$ cat src/rtl/dhmac_pkg.sv
package dhmac_pkg;

  typedef enum logic [2:0] {
    OP_WORD = 3'b000,
    OP_BB   = 3'b001,
    OP_BT   = 3'b010,
    OP_TB   = 3'b011,
    OP_TT   = 3'b100,
    OP_DSTR = 3'b101,
    OP_DCRS = 3'b110,
    OP_PASS = 3'b111
  } op_e;

  function automatic logic op_is_single(input op_e op);
    return (op == OP_BB) || (op == OP_BT) || (op == OP_TB) || (op == OP_TT);
  endfunction

  function automatic logic op_is_dual(input op_e op);
    return (op == OP_DSTR) || (op == OP_DCRS);
  endfunction

endpackage

$ cat src/rtl/dhmac_lane_sel.sv
module dhmac_lane_sel
  import dhmac_pkg::*;
#(
  parameter int LANE = 0
) (
  input  op_e  op,
  output logic a_top,
  output logic b_top,
  output logic en
);

  generate
    if (LANE == 0) begin : g_lane0
      always_comb begin
        a_top = 1'b0;
        b_top = 1'b0;
        en    = 1'b0;
        unique case (op)
          OP_BB:   begin en = 1'b1; end
          OP_BT:   begin en = 1'b1; b_top = 1'b1; end
          OP_TB:   begin en = 1'b1; a_top = 1'b1; end
          OP_TT:   begin en = 1'b1; a_top = 1'b1; b_top = 1'b1; end
          OP_DSTR: begin en = 1'b1; end
          OP_DCRS: begin en = 1'b1; b_top = 1'b1; end
          default: begin en = 1'b0; end
        endcase
      end
    end else begin : g_lane1
      always_comb begin
        a_top = 1'b1;
        b_top = (op == OP_DSTR);
        en    = op_is_dual(op);
      end
    end
  endgenerate

endmodule

$ cat src/rtl/dhmac_smul.sv
module dhmac_smul #(
  parameter int AW = 16,
  parameter int BW = 16,
  localparam int PW = AW + BW
) (
  input  logic [AW-1:0] a,
  input  logic [BW-1:0] b,
  output logic [PW-1:0] p
);

  logic signed [PW-1:0] a_ext;
  logic signed [PW-1:0] b_ext;

  always_comb begin
    a_ext = $signed({{BW{a[AW-1]}}, a});
    b_ext = $signed({{AW{b[BW-1]}}, b});
    p     = a_ext * b_ext;
  end

endmodule

$ cat src/rtl/dhmac_accum.sv
module dhmac_accum
  import dhmac_pkg::*;
#(
  parameter int WORD_W = 32,
  parameter int LANES  = 2,
  localparam int ACC_W = 2 * WORD_W
) (
  input  logic                          clk,
  input  logic                          rst_n,
  input  logic                          in_valid,
  input  op_e                           op,
  input  logic [ACC_W-1:0]              full_prod,
  input  logic [LANES-1:0][WORD_W-1:0]  lane_prod,
  input  logic [LANES-1:0]              lane_en,
  input  logic [ACC_W-1:0]              acc_in,
  output logic                          out_valid,
  output logic [ACC_W-1:0]              result
);

  logic [ACC_W-1:0] addend;
  logic [ACC_W-1:0] sum_nxt;
  logic [ACC_W-1:0] res_d, res_q;
  logic             vld_d, vld_q;

  always_comb begin
    addend = '0;
    if (op == OP_WORD) begin
      addend = full_prod;
    end else begin
      for (int i = 0; i < LANES; i++) begin
        if (lane_en[i]) begin
          addend = addend + {{WORD_W{lane_prod[i][WORD_W-1]}}, lane_prod[i]};
        end
      end
    end
    sum_nxt = acc_in + addend;
  end

  always_comb begin
    vld_d = in_valid;
    res_d = in_valid ? sum_nxt : res_q;
  end

  always_ff @(posedge clk or negedge rst_n) begin
    if (!rst_n) begin
      vld_q <= 1'b0;
      res_q <= '0;
    end else begin
      vld_q <= vld_d;
      res_q <= res_d;
    end
  end

  assign out_valid = vld_q;
  assign result    = res_q;

  p_single_sext_r4: assert property (@(posedge clk) disable iff (!rst_n)
    (in_valid && op_is_single(op)) |->
      ((addend[ACC_W-1:WORD_W-1] == '0) || (addend[ACC_W-1:WORD_W-1] == '1)));

  p_dual_bound_r11: assert property (@(posedge clk) disable iff (!rst_n)
    (in_valid && op_is_dual(op)) |->
      ((addend[ACC_W-1:WORD_W] == '0) || (addend[ACC_W-1:WORD_W] == '1)));

  p_strobe_r9: assert property (@(posedge clk) disable iff (!rst_n)
    in_valid |=> out_valid);

  p_idle_r9: assert property (@(posedge clk) disable iff (!rst_n)
    !in_valid |=> (!out_valid && $stable(result)));

  p_pass_r8: assert property (@(posedge clk) disable iff (!rst_n)
    (in_valid && op == OP_PASS) |=> (result == $past(acc_in)));

endmodule

$ cat src/rtl/dual_half_mac.sv
module dual_half_mac
  import dhmac_pkg::*;
#(
  parameter int WORD_W = 32,
  localparam int HALF_W = WORD_W / 2,
  localparam int ACC_W  = 2 * WORD_W,
  localparam int LANES  = 2
) (
  input  logic              clk,
  input  logic              rst_n,
  input  logic              in_valid,
  input  logic [2:0]        op_sel,
  input  logic [WORD_W-1:0] opnd_a,
  input  logic [WORD_W-1:0] opnd_b,
  input  logic [WORD_W-1:0] acc_lo,
  input  logic [WORD_W-1:0] acc_hi,
  output logic              out_valid,
  output logic [WORD_W-1:0] res_lo,
  output logic [WORD_W-1:0] res_hi
);

  op_e                         op;
  logic [ACC_W-1:0]            full_prod;
  logic [LANES-1:0][WORD_W-1:0] lane_prod;
  logic [LANES-1:0]            lane_en;
  logic [ACC_W-1:0]            result;

  assign op = op_e'(op_sel);

  dhmac_smul #(.AW(WORD_W), .BW(WORD_W)) u_full_mul (
    .a (opnd_a),
    .b (opnd_b),
    .p (full_prod)
  );

  for (genvar g = 0; g < LANES; g++) begin : g_lane
    logic              a_top, b_top;
    logic [HALF_W-1:0] a_half, b_half;

    dhmac_lane_sel #(.LANE(g)) u_sel (
      .op    (op),
      .a_top (a_top),
      .b_top (b_top),
      .en    (lane_en[g])
    );

    assign a_half = a_top ? opnd_a[WORD_W-1:HALF_W] : opnd_a[HALF_W-1:0];
    assign b_half = b_top ? opnd_b[WORD_W-1:HALF_W] : opnd_b[HALF_W-1:0];

    dhmac_smul #(.AW(HALF_W), .BW(HALF_W)) u_half_mul (
      .a (a_half),
      .b (b_half),
      .p (lane_prod[g])
    );
  end

  dhmac_accum #(.WORD_W(WORD_W), .LANES(LANES)) u_accum (
    .clk       (clk),
    .rst_n     (rst_n),
    .in_valid  (in_valid),
    .op        (op),
    .full_prod (full_prod),
    .lane_prod (lane_prod),
    .lane_en   (lane_en),
    .acc_in    ({acc_hi, acc_lo}),
    .out_valid (out_valid),
    .result    (result)
  );

  assign res_lo = result[WORD_W-1:0];
  assign res_hi = result[ACC_W-1:WORD_W];

  // the second lane must stay idle unless a dual op is selected
  p_lane1_idle_r3: assert property (@(posedge clk) disable iff (!rst_n)
    (in_valid && !op_is_dual(op)) |-> !lane_en[1]);

  // a single-halfword op always has the first lane active
  p_lane0_single_r2: assert property (@(posedge clk) disable iff (!rst_n)
    (in_valid && op_is_single(op)) |-> lane_en[0]);

endmodule

$ cat config.mk
export PLATFORM = sky130hd
export DESIGN_NAME = dual_half_mac
export DESIGN_NICKNAME = d
export VERILOG_FILES = /design/src/rtl/dhmac_pkg.sv /design/src/rtl/dhmac_lane_sel.sv /design/src/rtl/dhmac_smul.sv /design/src/rtl/dhmac_accum.sv /design/src/rtl/dual_half_mac.sv
export SDC_FILE = /design/constraint.sdc
export NUM_CORES = 2
export LEC_CHECK = 0
export ABC_AREA = 1
export BUFFER_PORTS_ARGS = -buffer_cell sky130_fd_sc_hd__buf_2
export CAP_MARGIN = 20
export CORE_ASPECT_RATIO = 0.75
export CORE_UTILIZATION = 60
export CTS_CLUSTER_SIZE = 8
export DETAILED_ROUTE_END_ITERATION = 7
export GPL_TIMING_DRIVEN = 1
export HOLD_SLACK_MARGIN = 0.1
export PLACE_DENSITY = 0.84
export SETUP_SLACK_MARGIN = 0.1
export SYNTH_ARGS = -nofsm -noshare
export SYNTH_HDL_FRONTEND = slang
export SYNTH_HIERARCHICAL = 1
export SYNTH_SLANG_ARGS = --single-unit
$ cat constraint.sdc
create_clock -name clk -period 1.9 [get_ports clk]
set_clock_uncertainty 0.1 [all_clocks]
set_input_delay 0 -clock clk [delete_from_list [all_inputs] [get_ports clk]]
set_output_delay 0 -clock clk [all_outputs]
set_load 0.05 [all_outputs]
==> results by group <==
Status
  • Status: finished with violations
  • Failing checks: DRC, hold timing, setup timing

Setup path
  • Worst reg2reg path depth: 2
  • Most used cell, CP: fa_1
  • WS Path Type: in2reg
  • Critical Path Start Type: input port
  • Crit path required time: about 2 ns
  • Slowest-stage cell, CP: fa_1
  • Worst setup EP type: flop
  • Worst path max stage delay: 0.62 ns
  • Crit path max fanout: 10
  • Worst Path Arrival: approximately 9.6 ns

Finish
  • Seq. cell area: approximately 1600 um2
  • Layout Nets: 13800
  • Share of cells above drive strength 1: 0.273
  • P&R area growth vs syn: 30.3%
  • Post-route design area: 94600 um2
  • Area of the multi-input gates: ~65000 um2
  • Number of fillers in the final layout: 7988
  • Most common cell after layout, fill and taps aside: nand2_1
  • Post-layout util: 0.788
  • Commonest non-fill, non-tap cells in the layout: nand2_1 (2803), inv_1 (2773), fa_1 (1564)

Die
  • Core Region: ~120000 um2
  • Die W: around 400 um
  • Core Rows: 110
  • Die area: approximately 120000 um2
  • IO Pins: just under 200
  • Starting Density: 0.605
  • Die Y: between 300 and 400 um

Run
  • Max-cap violations: 0

Routing
  • Iter 0 DRT Violations: 9391
  • Post-route DRC: 29
  • Routed wire length: 295 mm
  • Via count: ~75000
  • 1st-pass router iterations: 8
  • Vias per cell: roughly 5.6
  • Post-DRT Antenna Nets: 0
  • Avg WL per Cell: ~22 um

Global route
  • First-pass GRT wire length: approximately 430 mm
  • Gr ovfl total: 0
  • Initial antenna violation count: 12
  • GR Util All Layers: 0.466
  • Vias in the first global route: around 77000
  • Pin count of the biggest net entering global routing: 47

Timing
  • Hold Vio Cnt, Final: 1
  • Slew Limit Fails: 0
  • RSZ-0062 raised after global routing: yes
  • Final worst setup slack: -7.54 ns
  • Fmax: between 0.1 and 0.15 GHz
  • Setup violators final: 64
  • Period utilization: 4.97
  • Relative slew slack: 0.561
  • Clock period minus worst slack: around 9.4 ns
  • Final hold slack: -0.000460 ns
  • Least-Margin Pin Slew: 0.659 ns

Logic synthesis
  • Largest cells by area after synthesis: fa_1 (44%), nand2_1 (16%), inv_1 (15%), ha_1 (7.2%), nor2_1 (2.3%)
  • Seq/Total Area, Yosys: 0.0224
  • EDFF count, synth: 0
  • Post-Synthesis Net Count: 12360
  • Syn Std Cell Area: around 73000 um2
  • Synth top area share: 0.444
  • Flop and latch count out of synthesis: 65
  • Mean post-synth cell area: approximately 7.1 um2
  • Post-synth top flop: dfrtp_1
  • Mapped Cells: slightly above 10000
  • Synth unique cells: 53
  • Dominant cell type by area after synthesis: fa_1
  • Asr flop ratio synth: 1.00
  • Synth warn: 6

Clocking
  • Clk slew on worst S/H paths: 0.07 ns
  • H-tree depth: 3
  • Total CTS buffers: 9
  • CTS tree: built
  • Clock Path Buffers: 2
  • Total clock sinks: 65
  • Clk_lat worst skew: about 0.35 ns
  • Cts-stage hold buffer count: 3
  • Clock root buffer: clkbuf_16

Placement
  • Buffers on Ports: approximately 200
  • Post-Place Worst Slack: -7.71 ns
  • Routability Congestion: approximately 1.1
  • DP HPWL: between 200 and 250 mm
  • Post-DP Area: 87800 um2

Hold path
  • HP Class: in2reg
  • Min-Delay Path Depth: 4
-- worst paths after layout --
path / endpoint / slack (ns) / from
worst max-delay path: u_accum/result[33] / -7.54 / op_sel[0]
worst min-delay path: u_accum/result[0] / -0.0005 / acc_lo[0]
worst max register to register: u_accum/result[31] / 1.05 / u_accum/result[31]
worst min register to register: u_accum/result[42] / 0.38 / u_accum/result[42]
max in group asynchronous: u_accum/result[3] / 1.00 / rst_n
min in group asynchronous: u_accum/result[38] / 0.12 / rst_n
-- cell families (layout without fill, tap and decap cells) --
logic type                 count (synthesis)  after routing  synth area share
DFF                                       65             65            0.0224
xor gates and xnor gates                 109            109            0.0131
other                                      1              9         0.0000516
and+or+nand+nor                         4203           4204             0.238
AOI/OAI and AO/OA                        495            495            0.0373
buffers and inverters                   3301           4745             0.174
adders and majority gates               2026           2026             0.515
-- repair_timing --
action	4_1_cts	5_1_grt
hold endpoints to repair	93	2
setup endpoints to repair	64	64
gates resized for setup	726	575
pin swaps	182	253
cloned	5	5
setup buffers	73	72
-- metal layers --
layer	track usage	vias to the layer above	routed length, um
met5	0	-	97
met4	0.243	10	21400
met3	0.135	1586	43100
met2	0.702	5727	124000
met1	0.615	35667	106000
li1	-	31793	-
-- synth_stat cells (12+ instances only) --
library cell  count
nand4_1          63
nand3_2          30
buf_6            12
inv_2            37
dfrtp_1          65
nor2_1          441
a21oi_1         243
nand2_1        3141
a21oi_2          22
nand2_4          12
o21ai_1          12
clkbuf_1        334
ha_1            417
inv_1          2897
nand2_2          78
nor3_1           32
xnor2_1          36
fa_1           1609
or2_2            17
nor2_2           53
o21bai_1         30
o21ai_0         159
xor2_1           73
nand3_1         286
-- worst max-delay path, delay by kind of cell --
| family | cells | cell delay, ns |
|---|---|---|
| and+or+nand+nor | 17 | 2.05 |
| AOI/OAI and AO/OA | 7 | 0.66 |
| buffers and inverters | 19 | 2.16 |
| adders and majority gates | 10 | 4.61 |
-- through the flow --
step | instances | setup TNS (ns)
global placement | 13095 | -434.68
global route | 13275 | -436.56
CTS | 13192 | -383.81
finish | 13277 | -421.35
floorplan | 10200 | -331.57
detailed placement | 13095 | -438.72
-- flip-flops by register name, summed over array words and instances (netlist names) --
register / count
u_accum/out_valid: 1
u_accum/result: 64
-- area by class of cell --
type / count / area share
Inverter: 2939 / 0.118
Clock inverter: 7 / 0.000873
Timing Repair inverter: 2 / 0.000159
Sequential cell: 65 / 0.0172
Clock buffer: 9 / 0.00238
Multi-Input combinational cell: 6835 / 0.685
Timing Repair Buffer: 1788 / 0.155
Antenna cell: 8 / 0.000212
Tap cell: 1624 / 0.0215
Power is left out: the tool's default activity adds up to more than one toggle a clock period on the data nets, which glitch-free logic cannot reach.
